[src/rtl/hsp_pkg.sv]
package hsp_pkg;
    typedef enum logic [1:0] {
        ST_IDLE  = 2'd0,
        ST_ADDR  = 2'd1,
        ST_WDATA = 2'd2,
        ST_RDATA = 2'd3
    } hsp_state_e;
endpackage

[src/rtl/hsp_sync_edge.sv]
module hsp_sync_edge #(
    parameter int STAGES = 2
) (
    input  logic clk,
    input  logic rst_n,
    input  logic sclk_raw,
    input  logic cs_n_raw,
    input  logic mosi_raw,
    output logic sclk_rise,
    output logic sclk_fall,
    output logic cs_act,
    output logic mosi_s
);
    localparam int NS = (STAGES < 2) ? 2 : STAGES;
    // bit order {sclk, cs_n, mosi}; idle level has chip select high
    localparam logic [2:0] IDLE_V = 3'b010;

    logic [2:0] chain [NS];
    logic       sclk_prev;

    always_ff @(posedge clk or negedge rst_n) begin
        if (!rst_n) begin
            for (int i = 0; i < NS; i++) chain[i] <= IDLE_V;
            sclk_prev <= 1'b0;
        end else begin
            chain[0] <= {sclk_raw, cs_n_raw, mosi_raw};
            for (int i = 1; i < NS; i++) chain[i] <= chain[i-1];
            sclk_prev <= chain[NS-1][2];
        end
    end

    assign sclk_rise = chain[NS-1][2] & ~sclk_prev;
    assign sclk_fall = ~chain[NS-1][2] & sclk_prev;
    assign cs_act    = ~chain[NS-1][1];
    assign mosi_s    = chain[NS-1][0];
endmodule

[src/rtl/hsp_frame_fsm.sv]
module hsp_frame_fsm
    import hsp_pkg::*;
#(
    parameter int DW         = 8,
    parameter int STATUS_IDX = 0
) (
    input  logic          clk,
    input  logic          rst_n,
    input  logic          sclk_rise,
    input  logic          sclk_fall,
    input  logic          cs_act,
    input  logic          mosi_s,
    input  logic [DW-1:0] rd_data,
    input  logic [DW-1:0] status_val,
    output logic          wr_stb,
    output logic [DW-2:0] wr_addr,
    output logic [DW-1:0] wr_data,
    output logic [DW-2:0] rd_addr,
    output logic          rd_stb,
    output logic          stat_clr,
    output logic [DW-1:0] stat_snap,
    output logic          miso,
    output logic          miso_oe
);
    localparam int AW = DW - 1;
    localparam int CW = $clog2(DW);

    hsp_state_e    state, state_nx;
    logic [CW-1:0] bit_cnt;
    logic [DW-1:0] rx_sh, addr_q, tx_sh, wdat_q, snap_q;
    logic          load_pend;
    logic          byte_done, is_status;
    logic [DW-1:0] rx_byte;

    assign rx_byte   = {rx_sh[DW-2:0], mosi_s};
    assign byte_done = sclk_rise && (bit_cnt == CW'(DW-1));
    assign is_status = addr_q[DW-1] && (addr_q[AW-1:0] == AW'(STATUS_IDX));

    // state register
    always_ff @(posedge clk or negedge rst_n) begin
        if (!rst_n) state <= ST_IDLE;
        else        state <= state_nx;
    end

    // transitions
    always_comb begin
        state_nx = state;
        unique case (state)
            ST_IDLE:  if (cs_act) state_nx = ST_ADDR;
            ST_ADDR: begin
                if (!cs_act)        state_nx = ST_IDLE;
                else if (byte_done) state_nx = rx_byte[DW-1] ? ST_RDATA : ST_WDATA;
            end
            ST_WDATA: if (!cs_act) state_nx = ST_IDLE;
            ST_RDATA: if (!cs_act) state_nx = ST_IDLE;
        endcase
    end

    // datapath and strobes
    always_ff @(posedge clk or negedge rst_n) begin
        if (!rst_n) begin
            bit_cnt   <= '0;
            rx_sh     <= '0;
            addr_q    <= '0;
            tx_sh     <= '0;
            wdat_q    <= '0;
            snap_q    <= '0;
            load_pend <= 1'b0;
            wr_stb    <= 1'b0;
            rd_stb    <= 1'b0;
            stat_clr  <= 1'b0;
        end else begin
            wr_stb   <= 1'b0;
            rd_stb   <= 1'b0;
            stat_clr <= 1'b0;
            if (!cs_act || state == ST_IDLE) begin
                bit_cnt   <= '0;
                load_pend <= 1'b0;
            end else begin
                if (sclk_rise) begin
                    rx_sh   <= rx_byte;
                    bit_cnt <= byte_done ? '0 : bit_cnt + 1'b1;
                    if (byte_done) begin
                        case (state)
                            ST_ADDR: begin
                                addr_q    <= rx_byte;
                                load_pend <= rx_byte[DW-1];
                            end
                            ST_WDATA: begin
                                wr_stb <= 1'b1;
                                wdat_q <= rx_byte;
                            end
                            ST_RDATA: begin
                                load_pend <= 1'b1;
                                rd_stb    <= !is_status;
                                stat_clr  <= is_status;
                            end
                            default: ;
                        endcase
                    end
                end
                if (sclk_fall && state == ST_RDATA) begin
                    if (load_pend) begin
                        load_pend <= 1'b0;
                        tx_sh     <= is_status ? status_val : rd_data;
                        if (is_status) snap_q <= status_val;
                    end else begin
                        tx_sh <= {tx_sh[DW-2:0], 1'b0};
                    end
                end
            end
        end
    end

    assign wr_addr   = addr_q[AW-1:0];
    assign rd_addr   = addr_q[AW-1:0];
    assign wr_data   = wdat_q;
    assign stat_snap = snap_q;
    assign miso      = (state == ST_RDATA) ? tx_sh[DW-1] : 1'b0;
    assign miso_oe   = (state != ST_IDLE);

    AST_WR_STB_PULSE: assert property (@(posedge clk) disable iff (!rst_n)
        wr_stb |=> !wr_stb);
    AST_RD_STB_FROM_READ: assert property (@(posedge clk) disable iff (!rst_n)
        rd_stb |-> $past(state) == ST_RDATA);
    AST_NO_STB_IDLE: assert property (@(posedge clk) disable iff (!rst_n)
        (state == ST_IDLE && $past(state) == ST_IDLE) |-> (!wr_stb && !rd_stb));
    AST_OE_OFF: assert property (@(posedge clk) disable iff (!rst_n)
        !cs_act |=> !miso_oe);
endmodule

[src/rtl/hsp_status_unit.sv]
module hsp_status_unit #(
    parameter int DW        = 8,
    parameter int MASK_ADDR = 0
) (
    input  logic          clk,
    input  logic          rst_n,
    input  logic [DW-1:0] evt,
    input  logic          wr_stb,
    input  logic [DW-2:0] wr_addr,
    input  logic [DW-1:0] wr_data,
    input  logic          clr,
    input  logic [DW-1:0] snap,
    output logic [DW-1:0] status_q,
    output logic          irq_n
);
    localparam int AW = DW - 1;

    logic [DW-1:0] mask_q, stat_nx, mask_nx;
    logic          mask_wr;

    assign mask_wr = wr_stb && (wr_addr == AW'(MASK_ADDR));

    always_comb begin
        stat_nx = (status_q & ~(clr ? snap : '0)) | evt;
        mask_nx = mask_wr ? wr_data : mask_q;
    end

    always_ff @(posedge clk or negedge rst_n) begin
        if (!rst_n) begin
            status_q <= '0;
            mask_q   <= '0;
            irq_n    <= 1'b1;
        end else begin
            status_q <= stat_nx;
            mask_q   <= mask_nx;
            irq_n    <= ~|(stat_nx & mask_nx);
        end
    end

    AST_IRQ_CAUSE: assert property (@(posedge clk) disable iff (!rst_n)
        $fell(irq_n) |-> ($past(|evt) || $past(mask_wr)));
    AST_STATUS_HOLD: assert property (@(posedge clk) disable iff (!rst_n)
        (!clr && evt == '0) |=> $stable(status_q));
    AST_STATUS_CLEAR: assert property (@(posedge clk) disable iff (!rst_n)
        (clr && evt == '0) |=> ((status_q & $past(snap)) == '0));
endmodule

[src/rtl/hostreg_serial_port.sv]
module hostreg_serial_port #(
    parameter int DATA_W      = 8,
    parameter int SYNC_STAGES = 2,
    parameter int STATUS_IDX  = 0,
    parameter int MASK_ADDR   = 0
) (
    input  logic              clk,
    input  logic              rst_n,
    input  logic              sclk,
    input  logic              cs_n,
    input  logic              mosi,
    output logic              miso,
    output logic              miso_oe,
    output logic              irq_n,
    output logic              wr_stb,
    output logic [DATA_W-2:0] wr_addr,
    output logic [DATA_W-1:0] wr_data,
    output logic [DATA_W-2:0] rd_addr,
    input  logic [DATA_W-1:0] rd_data,
    output logic              rd_stb,
    input  logic [DATA_W-1:0] status_evt
);
    logic              s_rise, s_fall, s_cs, s_mosi;
    logic              clr;
    logic [DATA_W-1:0] snap, status_val;

    hsp_sync_edge #(.STAGES(SYNC_STAGES)) u_sync (
        .clk(clk), .rst_n(rst_n),
        .sclk_raw(sclk), .cs_n_raw(cs_n), .mosi_raw(mosi),
        .sclk_rise(s_rise), .sclk_fall(s_fall), .cs_act(s_cs), .mosi_s(s_mosi)
    );

    hsp_frame_fsm #(.DW(DATA_W), .STATUS_IDX(STATUS_IDX)) u_fsm (
        .clk(clk), .rst_n(rst_n),
        .sclk_rise(s_rise), .sclk_fall(s_fall), .cs_act(s_cs), .mosi_s(s_mosi),
        .rd_data(rd_data), .status_val(status_val),
        .wr_stb(wr_stb), .wr_addr(wr_addr), .wr_data(wr_data),
        .rd_addr(rd_addr), .rd_stb(rd_stb),
        .stat_clr(clr), .stat_snap(snap),
        .miso(miso), .miso_oe(miso_oe)
    );

    hsp_status_unit #(.DW(DATA_W), .MASK_ADDR(MASK_ADDR)) u_stat (
        .clk(clk), .rst_n(rst_n),
        .evt(status_evt),
        .wr_stb(wr_stb), .wr_addr(wr_addr), .wr_data(wr_data),
        .clr(clr), .snap(snap),
        .status_q(status_val), .irq_n(irq_n)
    );
endmodule

[config.mk]
export PLATFORM = sky130hd
export DESIGN_NAME = hostreg_serial_port
export DESIGN_NICKNAME = d
export VERILOG_FILES = /design/src/rtl/hsp_pkg.sv /design/src/rtl/hsp_sync_edge.sv /design/src/rtl/hsp_frame_fsm.sv /design/src/rtl/hsp_status_unit.sv /design/src/rtl/hostreg_serial_port.sv
export SDC_FILE = /design/constraint.sdc
export NUM_CORES = 1
export LEC_CHECK = 0
export CAP_MARGIN = 20
export CELL_PAD_IN_SITES_DETAIL_PLACEMENT = 1
export CELL_PAD_IN_SITES_GLOBAL_PLACEMENT = 2
export CORE_MARGIN = 4
export CORE_UTILIZATION = 45
export CTS_CLUSTER_SIZE = 14
export DETAILED_ROUTE_END_ITERATION = 16
export DONT_BUFFER_PORTS = 1
export PLACE_DENSITY = 0.89
export SKIP_LAST_GASP = 1
export SLEW_MARGIN = 10
export SYNTH_ARGS = -nofsm -noshare
export SYNTH_HDL_FRONTEND = slang
export SYNTH_SLANG_ARGS = --single-unit
export TNS_END_PERCENT = 50
[constraint.sdc]
create_clock -name clk -period 3.6 [get_ports clk]
set_input_delay 0.36 -clock clk [delete_from_list [all_inputs] [get_ports clk]]
set_output_delay 0.36 -clock clk [all_outputs]
set_load 0.005 [all_outputs]
# Word level (Yosys, flattened, before mapping)
# Index checks and enable logic that the tools add are counted.
[word_totals]
wordCells = 85
register_bits = 72
output_inout_bits = 27
[op_classes]
n_bitwise = 9
eq_ne = 7
n_reduce_logical = 19
addsub = 1
n_mux = 32
[op_table]
columns = ["op", "n"]
rows = [
  ["$mux 8", 4],
  ["$mux 1", 19],
  ["$and 8x8->8", 2],
  ["$reduce_and 4->1", 3],
  ["$mux 3", 3],
  ["$mux 2", 4],
  ["$not 8->8", 1],
  ["$or 8x8->8", 1],
  ["$reduce_or 8->1", 1],
  ["$logic_not 7->1", 1],
  ["$pmux 2 s3", 1],
  ["$eq 2x2->1 const B", 2],
  ["$logic_and 1x1->1", 4],
  ["$reduce_and 2->1", 2],
  ["$reduce_bool 2->1", 2],
  ["$add 3x1->3 const B", 1],
  ["$eq 3x3->1 const B", 1],
  ["$ne 3x2->1 const B", 1],
  ["$not 1->1", 3],
  ["$reduce_and 3->1", 1],
  ["$and 1x1->1", 2],
  ["$eq 2x1->1 const B", 1],
  ["$logic_not 1->1", 2],
  ["$logic_not 2->1", 1],
  ["other kinds (5)", 5],
]

# Longest topological paths before layout
# Gate-level depths: netlist (run 1).
[logic_depth]
word_depth = 8
ltp_mapped = 7
depth_no_buf = 6

# Cells and area by module
# From an unflattened synthesis (run 1), not the netlist that was laid out.
[hier_totals]
cells_unflattened = 246
area_unflattened_um2 = 3158.0
[by_module_without_submodules]
columns = ["module", "cells_each", "seq_area_each_um2", "n_inst", "area_per_inst_um2"]
rows = [
  ["hsp_frame_fsm", 176, 1201.2, 1, 2213.4],
  ["hsp_status_unit", 60, 426.7, 1, 748.2],
  ["hsp_sync_edge", 10, 177.7, 1, 196.4],
]

# Worst setup path before layout (run 1)
# Ideal clock, no wire load.
[synth_path]
kind = "reg2reg"
startpoint = "register u_fsm.addr_q[2]"
endpoint = "register u_stat.irq_n"
stages_incl_launch_ff = 6
synth_period_minus_slack_ns = 1.814
setup_slack_ns = 1.786
t_arrival_ns = 1.752
setup_time_ns = 0.062
path_cell_list = "dfrtp_1 -> nor4_4 -> nand2_4 -> mux2_4 -> a2111oi_0 -> and3_1"
[synth_via]
elab_chain_cells = 6
[synth_lines]
columns = ["item", "line", "text"]
rows = [
  ["start: declaration", "hsp_frame_fsm.sv:30", "logic [DW-1:0] rx_sh, addr_q, tx_sh, wdat_q, snap_q;"],
  ["start signal: assignment", "hsp_frame_fsm.sv:86", "addr_q <= rx_byte;"],
  ["$logic_not 7->1", "hsp_status_unit.sv:21", "assign mask_wr = wr_stb && (wr_addr == AW'(MASK_ADDR));"],
  ["$logic_and 1x1->1", "hsp_status_unit.sv:21", ""],
  ["$mux 8", "hsp_status_unit.sv:25", "mask_nx = mask_wr ? wr_data : mask_q;"],
  ["named net u_stat.mask_nx[1]", "hsp_status_unit.sv:18", "logic [DW-1:0] mask_q, stat_nx, mask_nx;"],
  ["$and 8x8->8", "hsp_status_unit.sv:36", "irq_n <= ~|(stat_nx & mask_nx);"],
  ["$reduce_or 8->1", "hsp_status_unit.sv:36", ""],
  ["$logic_not 1->1", "hsp_status_unit.sv:36", ""],
  ["end signal: assignment", "hsp_status_unit.sv:36", ""],
  ["end: declaration", "hsp_status_unit.sv:14", "output logic irq_n"],
]
# The timed path passes the listed nets, and every way through them passes these cells.
# A chain may end at the register's enable or synchronous reset.

# Worst setup path in the final report (run 1)
[layout_path]
startpoint = "register u_fsm.addr_q[2]"
endpoint = "register u_fsm.snap_q[0], in the netlist u_fsm.stat_snap[0]"
[layout_via]
elab_chain_cells = 3
[layout_lines]
columns = ["item", "line", "text"]
rows = [
  ["$logic_not 7->1", "hsp_frame_fsm.sv:37", "assign is_status = addr_q[DW-1] && (addr_q[AW-1:0] == AW'(STATUS_IDX));"],
  ["$logic_and 1x1->1", "hsp_frame_fsm.sv:37", ""],
  ["$reduce_and 4->1 (no source line)", "--", ""],
  ["end signal: assignment", "hsp_frame_fsm.sv:106", "if (is_status) snap_q <= status_val;"],
  ["end: declaration", "hsp_frame_fsm.sv:30", ""],
]
# No other way between the ends.

==> metrics.md, run 1 <==
| Metric | Value |
|---|---|
| Outcome | `finished clean` |
| Critical path class | `reg -> reg` |
| Kind of end point of the critical path | `flip-flop` |
| Port buffer count | `0` |
| DRT iter0 DRCs | `54` |
| Clock power frac | `0.387` |
| Routed length per instance | `18.92 um` |
| CP arrival | `around 2.4 ns` |
| RR Endpoint | `u_fsm.stat_snap[0]` |
| Static Leak | `1.593 nW` |
| Synthesized net count | `277` |
| Final hold vios | `0` |
| Post-Route Setup TNS | `0 ns` |
| Most numerous cell in the Yosys netlist | `dfrtp_1` |
| Worst hold slack | `0.05145 ns` |
| Register area share after synthesis | `0.5878` |
| Clock tree sinks | `72` |
| Crit share post-route | `0.6050` |
| Worst Tran Pin Value | `0.6924 ns` |
| Startpoint Class | `flip-flop` |
| Tmin final | `2.178 ns` |
| Hold depth | `0` |
| Antenna diodes | `0` |
| FF+latch area | `between 1500 and 2000 sq um` |
| Top post-synthesis cells by area | `dfrtp_1 (56%), mux2_2 (12%), nand2_1 (4.9%)` |
| Fillers | `between 600 and 700` |
| Peak supply drop | `0.2558 mV` |
| Initial Util | `0.4729` |
| #FFs+latches synth | `72` |
| R2r setup slk | `1.42 ns` |
| Cell internal pwr | `1.170 mW` |
| CTS tree | `yes` |
| Final core occ | `0.5032` |
| RSZ-0062 raised after global routing | `false` |
| Nets@finish | `approximately 270` |
| Reg power frac | `0.578` |
| Die height | `90.62 um` |
| Cell taking the most area after synthesis | `dfrtp_1` |
| Num CTS Buffers | `9` |
| Post-synth top area share | `0.5621` |
| Commonest cells post-synth | `dfrtp_1 (69), nand2_1 (40), mux2_2 (33)` |
| Syn Inst Count | `approximately 250` |
| Max FO, Critical Path | `11` |
| CTS root buf | `clkbuf_8` |
| Worst slew margin relative to its limit | `0.5359` |
| Cell Count, Final, Fillers Out | `330` |
| # placed instances | `311` |
| Reg2Reg Depth | `5` |
| Max-cap violations | `0` |
| Max Freq | `approximately 460 MHz` |
| Switch share | `0.2164` |
| GRT Util Overall | `0.1656` |
| Post-CTS sizing | `0` |
| Vias | `1839` |
| Drt drc | `0` |
| GPL Wtd Cong | `0.7299` |
| Share of post-route cells with drive strength above 1 | `0.2253` |
| Number of warnings issued by yosys | `0` |
| Worst skew pair latency | `0.34 ns` |
| Total grt overflow | `0` |
| Yosys cell types | `40` |
| Endpoint, Worst Hold | `u_sync.chain[5]` |
| DP Area | `between 3000 and 4000 sq um` |
| Hold crit path type | `in -> reg` |
| Clk pin slew, worst setup/hold paths | `around 0.06 ns` |
| DIE WIDTH | `90.62 um` |
| Multi-input logic area | `1120 sq um` |
| Layout area overhead | `6.395%` |
| Top_reg_cell synth | `dfrtp_1` |
| Pin count of the biggest net entering global routing | `73` |
| Async SR Flop Fraction | `1.000` |
| WL final | `6244 um` |
| Reg2reg start | `u_fsm.addr_q[2]` |
| Post-route cell area | `3268 sq um` |
| Part of the power in combinational logic | `0.035` |
| Avg Cell Area, Syn | `12.09 sq um` |
| Deepest clock path buffer count | `2` |
| PwrDens | `456.9 nW/um^2` |
| Ports | `48` |
| Die ar. | `8212 sq um` |
| Psw | `0.3232 mW` |
| Hold-fix buffers at CTS | `3` |
| Final ANT Viol Nets | `0` |
| Core Area | `6495 sq um` |
| Detailed placement HPWL | `4536 um` |
| Hold_sp | `sclk` |
| Post-Syn Area | `just over 3000 sq um` |
| Setup bufs post-CTS | `0` |
| First-pass GRT wire length | `10560 um` |
| Critical Path RT | `3.82 ns` |
| # setup viols final | `0` |
| Via/cell ratio | `5.573` |
| EDFF count, synth | `0` |
| Clock Skew | `0.01409 ns` |
| # rows | `29` |
| First-pass iteration count of the detailed router | `4` |
| Initial antenna violation count | `0` |
| H-tree levels | `3` |
| Max-slew violation count | `0` |
| Vias in the first global route | `2036` |
-- sequential cells by signal, summed over array words and instances (netlist names) --
name	cells
u_fsm.rd_stb	1
u_fsm.load_pend	1
u_sync.mosi_s	1
u_fsm.wr_stb	1
u_stat.status_q	8
u_fsm.stat_clr	1
u_sync.sclk_prev	1
u_fsm.wr_data	8
u_sync.chain	5
u_stat.irq_n	1
u_stat.mask_q	8
u_fsm.tx_sh	8
u_fsm.addr_q	8
u_fsm.stat_snap	8
u_fsm.rx_sh	7
u_fsm.bit_cnt	3
u_fsm.state	2
-- power by group through the flow --
| stage | clock network (mW) | logic (mW) | registers, mW |
|---|---|---|---|
| after floorplan | 0 | 0.0296 | 0.867 |
| after global routing | 0.639 | 0.0590 | 0.866 |
| final | 0.578 | 0.0526 | 0.863 |
| after CTS | 0.597 | 0.0541 | 0.863 |
| after global placement | 0 | 0.0307 | 0.877 |
| after detailed placement | 0 | 0.0322 | 0.878 |
-- worst max-delay path, stage by stage, from the launching register on --
cell	delay, ns
dfrtp_1	0.47
nor4_4	0.48
nand3_1	0.15
buf_4	0.22
or2_1	0.38
mux2_1	0.36
-- worst max-delay path by stage --
stage / slack [ns] / cells past startpoint / startpoint / endpoint
2_1_floorplan: 1.79 / 5 / u_fsm.addr_q[2] / u_stat.irq_n
3_3_place_gp: 1.40 / 5 / u_fsm.addr_q[2] / u_fsm.stat_snap[0]
3_5_place_dp: 1.40 / 5 / u_fsm.addr_q[2] / u_fsm.stat_snap[0]
4_1_cts: 1.39 / 5 / u_fsm.addr_q[2] / u_fsm.stat_snap[0]
5_1_grt: 1.23 / 5 / u_fsm.addr_q[2] / u_stat.irq_n
6_report: 1.42 / 5 / u_fsm.addr_q[2] / u_fsm.stat_snap[0]
-- routing by layer --
| layer | share of wire | global-route usage | up-vias |
|---|---|---|---|
| met3 | 0.054 | 0.04667 | 11 |
| met4 | 0.019 | 0.08418 | 0 |
| li1 | - | - | 851 |
| met5 | 0 | 0 | - |
| met2 | 0.49 | 0.2637 | 37 |
| met1 | 0.43 | 0.2054 | 940 |
-- per-stage QoR --
| stage | total power [mW] | setup WS (ns) |
|---|---|---|
| after detailed placement | 0.9105 | 1.399 |
| after global placement | 0.9073 | 1.398 |
| final | 1.493 | 1.422 |
| after CTS | 1.515 | 1.386 |
| after global routing | 1.564 | 1.232 |
| after floorplan | 0.8962 | 1.786 |
-- cells by family (layout without fill, tap and decap cells) --
logic type,Yosys count,after routing,synth area share
AOI/OAI and AO/OA,32,32,0.06477
adders and majority gates,2,2,0.008145
buffers and inverters,24,23,0.04765
DFF,72,72,0.5878
muxes,43,43,0.1556
and+or+nand+nor,81,81,0.1361
-- cell usage in the layout (no fill, tap or decap), types with 5 or more instances in the layout --
cell	n
a21o_1	8
a21oi_1	11
clkbuf_8	12
dfrtp_1	69
mux2_2	33
mux2i_1	8
nand2_1	40
nand3_1	5
nor2_1	12
o21ai_0	6
-- layout make-up --
cell class                      instances  share of cell area
Tap cell                               77             0.02948
Inverter                                3            0.003446
Multi-Input combinational cell        158              0.3426
Sequential cell                        72              0.5525
Timing Repair Buffer                    4             0.01685
Clock buffer                           16             0.05513
(Power assumes the default switching activity.)
==> run 2, diff against run 1 <==
- CORE_UTILIZATION: 45 -> 41
- PLACE_DENSITY: 0.89 -> 0.83
- clock period: 3.6 -> 2.1 ns (I/O delays scaled with it)
==> run 2 against run 1 <==
Sequential power increased by 71%. Flip-flop and latch count unchanged. Non-clock buffer count increased by 23. Highest routed layer unchanged. Worst hold slack better by 0.035 ns. Register-to-register slack worse by 1.3 ns. Final cell count grew 14%. Routed wire length grew 2.3%. Clock skew fell by 0.0018 ns. Core utilization shrank 1.4 points. Critical path depth increased by 1. Global-route usage down 0.071 points. Power rose by 91%.
==> metrics.md, run 2 (synthesized netlist as in run 1, its figures left out) <==
| Metric | Value |
|---|---|
| Outcome | `finished clean` |
| Deepest clock path buffer count | `2` |
| Crit share post-route | `0.9340` |
| Startpoint Class | `flip-flop` |
| Max Freq | `509.9 MHz` |
| Ports | `48` |
| WL final | `6389 um` |
| Slowest-stage cell, CP | `dfrtp_1` |
| Pin count of the biggest net entering global routing | `73` |
| Layout area overhead | `15.40%` |
| Worst skew pair latency | `0.35 ns` |
| Most frequent cells in the layout | `dfrtp_1 (69), nand2_1 (40), mux2_2 (33), buf_4 (14)` |
| RSZ-0062 raised after global routing | `false` |
| First-pass iteration count of the detailed router | `4` |
| Tmin final | `1.961 ns` |
| CTS root buf | `clkbuf_8` |
| Hold crit path type | `in -> reg` |
| Drt drc | `0` |
| Max stage delay on crit path | `0.43 ns` |
| Via/cell ratio | `5.080` |
| Post-Route Setup TNS | `0 ns` |
| Final hold vios | `0` |
| H-tree levels | `3` |
| CTS tree | `yes` |
| Max-cap violations | `0` |
| Commonest non-fill, non-tap cell in the layout | `dfrtp_1` |
| Critical path class | `reg -> reg` |
| Peak supply drop | `0.4281 mV` |
| Multi-input logic area | `1120 sq um` |
| Port buffer count | `0` |
| Worst-path cell chain | `nor4_4 -> buf_4 -> nand2_4 -> mux2_4 -> a2111oi_0 -> and3_1` |
| GPL Wtd Cong | `~0.76` |
| Die height | `94.56 um` |
| Met1 Routed Length | `2769 um` |
| Clock Skew | `0.01231 ns` |
| Clk pin slew, worst setup/hold paths | `0.08 ns` |
| Kind of end point of the critical path | `flip-flop` |
| Cell Count, Final, Fillers Out | `375` |
| Routed length per instance | `17.04 um` |
| Initial antenna violation count | `0` |
| Antenna diodes | `0` |
| # placed instances | `346` |
| Clock tree sinks | `72` |
| Critical path buffers and inverters | `1` |
| Setup bufs post-CTS | `0` |
| PwrDens | `803.6 nW/um^2` |
| FF+latch area | `1805 sq um` |
| Total grt overflow | `0` |
| # setup viols final | `0` |
| CP arrival | `about 2.2 ns` |
| # rows | `31` |
| First-pass GRT wire length | `between 10000 and 15000 um` |
| Detailed placement HPWL | `4563 um` |
| Core Area | `roughly 7300 sq um` |
| Num CTS Buffers | `9` |
| Worst hold slack | `0.08633 ns` |
| Die ar. | `8941 sq um` |
| Vias in the first global route | `approximately 2100` |
| Delay-heaviest family, CP | `simple AND/OR/NAND/NOR gates` |
| Vias | `between 1500 and 2000` |
| Nets@finish | `294` |
| Worst Tran Pin Value | `roughly 0.37 ns` |
| DIE WIDTH | `94.56 um` |
| Max FO, Critical Path | `5` |
| R2r setup slk | `approximately 0.14 ns` |
| GRT Util Overall | `0.1649` |
| Static Leak | `1.723 nW` |
| Max-slew violation count | `0` |
| Top routing layer in use | `met4` |
| Worst slew margin relative to its limit | `0.7511` |
| Share of post-route cells with drive strength above 1 | `0.2645` |
| WL met3 | `301 um` |
| Initial Util | `0.4235` |
| Critical Path RT | `2.38 ns` |
| Final ANT Viol Nets | `0` |
| DRT iter0 DRCs | `43` |
| Met2 WL post-DR | `3214 um` |
| Fillers | `764` |
[run 2: cell types whose count changed in the layout (fill, tap and decap cells not counted), sizes merged]
| cell | delta |
|---|---|
| clkinvlp | +1 |
| clkbuf | -4 |
| bufinv | +2 |
| buf | +13 |
| dlygate4sd3 | +10 |
| clkinv | +1 |
[run 2: path summary, 6_finish.rpt]
| path | start | endpoint | depth (start not counted) |
|---|---|---|---|
| hold reg to reg | u_sync.chain[3] | u_sync.mosi_s | 0 |
| max in group asynchronous | rst_n | u_sync.chain[1] | 2 |
| hold / removal | rd_data[0] | u_fsm.tx_sh[0] | 2 |
| min in group asynchronous | rst_n | u_fsm.tx_sh[4] | 2 |
| setup reg to reg | u_fsm.addr_q[2] | u_stat.irq_n | 6 |
| setup / recovery | u_fsm.addr_q[2] | u_stat.irq_n | 6 |
[run 2: stage by stage]
stage                     instance area [sq um]  utilization  worst slack [ns]  power (mW)
final                                      3545       0.4887            0.1387       2.849
after CTS                                  3545       0.4887           0.07114       2.889
after detailed placement                   3166       0.4364           0.07995       1.566
after floorplan                            3072            -            0.2860       1.536
after global placement                     3166       0.4364            0.1548       1.564
after global routing                       3545       0.4887          0.007597       2.973
[run 2: worst register-to-register path, stage by stage (launching register included)]
cell and delay, ns:
dfrtp_1 0.43, nor4_4 0.33, buf_4 0.19, nand2_4 0.07
mux2_4 0.32, a2111oi_0 0.35, and3_1 0.22
[run 2: area by class of cell]
| class | count | share of cell area |
|---|---|---|
| Sequential cell | 72 | 0.5094 |
| Multi-Input combinational cell | 158 | 0.3159 |
| Timing Repair Buffer | 27 | 0.07130 |
| Clock buffer | 12 | 0.04377 |
| Tap cell | 99 | 0.03495 |
| Clock inverter | 4 | 0.02153 |
| Inverter | 3 | 0.003177 |
[run 2: repair_timing]
action | 4_1_cts | 5_1_grt
hold buffers | 13 | 0
gates resized for setup | 0 | 2
endpoints found under the hold margin | 83 | 0
endpoints found under the setup margin | 0 | 1
[run 2: metal layers]
metal  global-route usage  up-vias
li1                     -      900
met1               0.2159      963
met2               0.2571       33
met3              0.05020        9
met4              0.06490        0
met5                    0        -
[run 2: power breakdown]
group / internal [mW] / total, mW / switching (mW)
Clock: 0.737 / 1.26 / 0.524
Combinational: 0.0567 / 0.105 / 0.0479
Sequential: 1.43 / 1.48 / 0.0506
==> run 3, diff against run 2 <==
- ABC_AREA: default -> 1
- CORE_UTILIZATION: 41 -> 39
- PLACE_DENSITY: 0.83 -> 0.85
==> run 3 against run 2 <==
Power shrank 3.7%. Final cell count grew 27%. Clock power shrank 20%. Fmax grew 14%. Sequential share of layout area shrank 1.5 points. Synthesized cell count grew 43%. Non-clock buffer count shrank 13. Combinational power grew 99%. Critical path depth grew 2. Synthesized area grew 9.6%. Largest cell class unchanged. Highest routed layer unchanged.
==> metrics.md, run 3 <==
| Metric | Value |
|---|---|
| Outcome | `finished clean` |
| Hold depth | `1` |
| Clock Skew | `0.01014 ns` |
| RR Endpoint | `u_fsm.stat_snap[1]` |
| First-pass iteration count of the detailed router | `4` |
| WL final | `7221 um` |
| Clk pin slew, worst setup/hold paths | `0.08 ns` |
| Nets@finish | `just under 400` |
| Post-CTS sizing | `0` |
| Hold crit path type | `in -> reg` |
| Pin count of the biggest net entering global routing | `73` |
| DIE WIDTH | `slightly above 100 um` |
| Startpoint Class | `flip-flop` |
| Max FO, Critical Path | `17` |
| Cell taking the most area after synthesis | `dfrtp_1` |
| Max Freq | `583.2 MHz` |
| Top_reg_cell synth | `dfrtp_1` |
| Vias | `2257` |
| Static Leak | `between 1.5 and 2 nW` |
| Yosys cell types | `31` |
| Die ar. | `10180 sq um` |
| Worst hold slack | `approximately 0.019 ns` |
| Reg2reg start | `u_fsm.addr_q[3]` |
| Share of post-route cells with drive strength above 1 | `0.1811` |
| Grt met3 use | `0.03460` |
| Fillers | `960` |
| # rows | `33` |
| Number of warnings issued by yosys | `0` |
| #FFs+latches synth | `72` |
| Cell Count, Final, Fillers Out | `475` |
| Kind of end point of the critical path | `flip-flop` |
| Top post-synthesis cells by area | `dfrtp_1 (51%), nand2_1 (8.3%), inv_1 (6.6%)` |
| Drt drc | `0` |
| CTS tree | `yes` |
| Most frequent cells in the layout | `nand2_1 (74), dfrtp_1 (69), inv_1 (59), o21ai_0 (28), nand3_1 (19)` |
| Register area share after synthesis | `0.5364` |
| First-pass GRT wire length | `12300 um` |
| Worst skew pair latency | `around 0.35 ns` |
| CTS root buf | `clkbuf_8` |
| Antenna diodes | `0` |
| Setup bufs post-CTS | `0` |
| Critical path class | `reg -> reg` |
| Final ANT Viol Nets | `0` |
| Endpoint, Worst Hold | `u_stat.status_q[5]` |
| Ports | `48` |
| Hold-fix buffers at CTS | `12` |
| Avg Cell Area, Syn | `9.272 sq um` |
| Post-synth top area share | `0.5130` |
| Commonest cells post-synth | `nand2_1 (74), dfrtp_1 (69), inv_1 (59)` |
| Total grt overflow | `0` |
| # placed instances | `447` |
| Layout area overhead | `8.513%` |
| Most numerous cell in the Yosys netlist | `nand2_1` |
| M1 GR Usage | `0.2019` |
| PwrDens | `751.2 nW/um^2` |
| Crit share post-route | `0.8165` |
| # setup viols final | `0` |
| Peak supply drop | `roughly 0.32 mV` |
| Num CTS Buffers | `9` |
| Async SR Flop Fraction | `1.000` |
| CP arrival | `1.95 ns` |
| GRT Util Overall | `0.1564` |
| Initial antenna violation count | `0` |
| Port buffer count | `0` |
| Routed length per instance | `15.20 um` |
| Detailed placement HPWL | `roughly 5300 um` |
| Tmin final | `1.715 ns` |
| Syn Inst Count | `363` |
| RSZ-0062 raised after global routing | `false` |
| Most Crowded Layer GR | `met2` |
| Hold_sp | `status_evt[5]` |
| Routing usage on met2 | `0.2557` |
| DRT iter0 DRCs | `49` |
| Final hold vios | `0` |
| R2r setup slk | `0.39 ns` |
| Post-Route Setup TNS | `0 ns` |
| GPL Wtd Cong | `0.7709` |
| Core Area | `approximately 8300 sq um` |
| Clock tree sinks | `a little over 70` |
| Via/cell ratio | `approximately 4.8` |
| Deepest clock path buffer count | `2` |
| Die height | `100.9 um` |
| Critical Path RT | `roughly 2.3 ns` |
| Initial Util | `0.4055` |
| Max-cap violations | `0` |
| Worst Setup SP | `u_fsm.addr_q[3]` |
| Synthesized net count | `around 390` |
| Post-Syn Area | `3366 sq um` |
| H-tree levels | `3` |
| Commonest non-fill, non-tap cell in the layout | `nand2_1` |
| Worst slew margin relative to its limit | `0.6368` |
| Reg2Reg Depth | `8` |
| Multi-input logic area | `1151 sq um` |
| Max-slew violation count | `0` |
| FF+latch area | `1805 sq um` |
| EDFF count, synth | `0` |
| Vias in the first global route | `2430` |
| Worst Tran Pin Value | `0.5430 ns` |
-- run 3: cell families (layout without fill, tap and decap cells) --
kind of cell | count (synthesis) | in the layout | share of synthesized area
AND/OR/NAND/NOR | 135 | 135 | 0.1967
buffers and inverters | 84 | 91 | 0.1216
flip-flops | 72 | 72 | 0.5364
AO/OA/AOI/OAI | 69 | 69 | 0.1349
adder cells (fa/ha/maj) | 2 | 2 | 0.007434
multiplexers | 1 | 1 | 0.002974
-- run 3: critical path, stage by stage, from the launching register on --
cell and delay [ns]:
dfrtp_1 0.46, nor2_1 0.13, nand2_1 0.13, nor2_8 0.20, nand2_4 0.19, nor2_4 0.17, inv_2 0.15, nand2_1 0.11
o21ai_2 0.05
-- run 3: stage by stage --
step | setup WS (ns) | util | total power [mW] | instance area (sq um)
after global routing | 0.1849 | 0.4401 | 2.893 | 3652
after CTS | 0.3687 | 0.4401 | 2.789 | 3652
after detailed placement | 0.3992 | 0.4015 | 1.709 | 3332
after global placement | 0.4833 | 0.4015 | 1.699 | 3332
after floorplan | 0.6879 | - | 1.650 | 3366
final | 0.3853 | 0.4401 | 2.744 | 3652
-- run 3: power by group --
part           total, mW  internal (mW)  switching [mW]
Sequential          1.52           1.45          0.0674
Clock               1.01          0.462           0.552
Combinational      0.209         0.0700           0.139
-- run 3: layer usage --
| layer | routed length, um | share of wire | vias up |
|---|---|---|---|
| li1 | - | - | 1127 |
| met1 | 3322 | 0.46 | 1089 |
| met2 | 3511 | 0.49 | 31 |
| met3 | 272 | 0.038 | 10 |
| met4 | 114 | 0.016 | 0 |
| met5 | 0 | 0 | - |
-- run 3: final cells by class --
cell class / instances / area share
clock buffer: 10 / 0.03768
clock inverter: 6 / 0.01233
inverter: 61 / 0.06269
multi-input combinational: 207 / 0.3152
sequential: 72 / 0.4943
tap: 105 / 0.03597
timing repair buffer: 14 / 0.04180
-- run 3: how the worst max path moves through the flow --
stage / depth (start not counted) / end
finish: 8 / u_fsm.stat_snap[1]
global placement: 8 / u_fsm.stat_snap[2]
global route: 8 / u_fsm.stat_snap[1]
CTS: 8 / u_fsm.stat_snap[1]
floorplan: 8 / u_fsm.addr_q[7]
detailed placement: 8 / u_fsm.stat_snap[1]
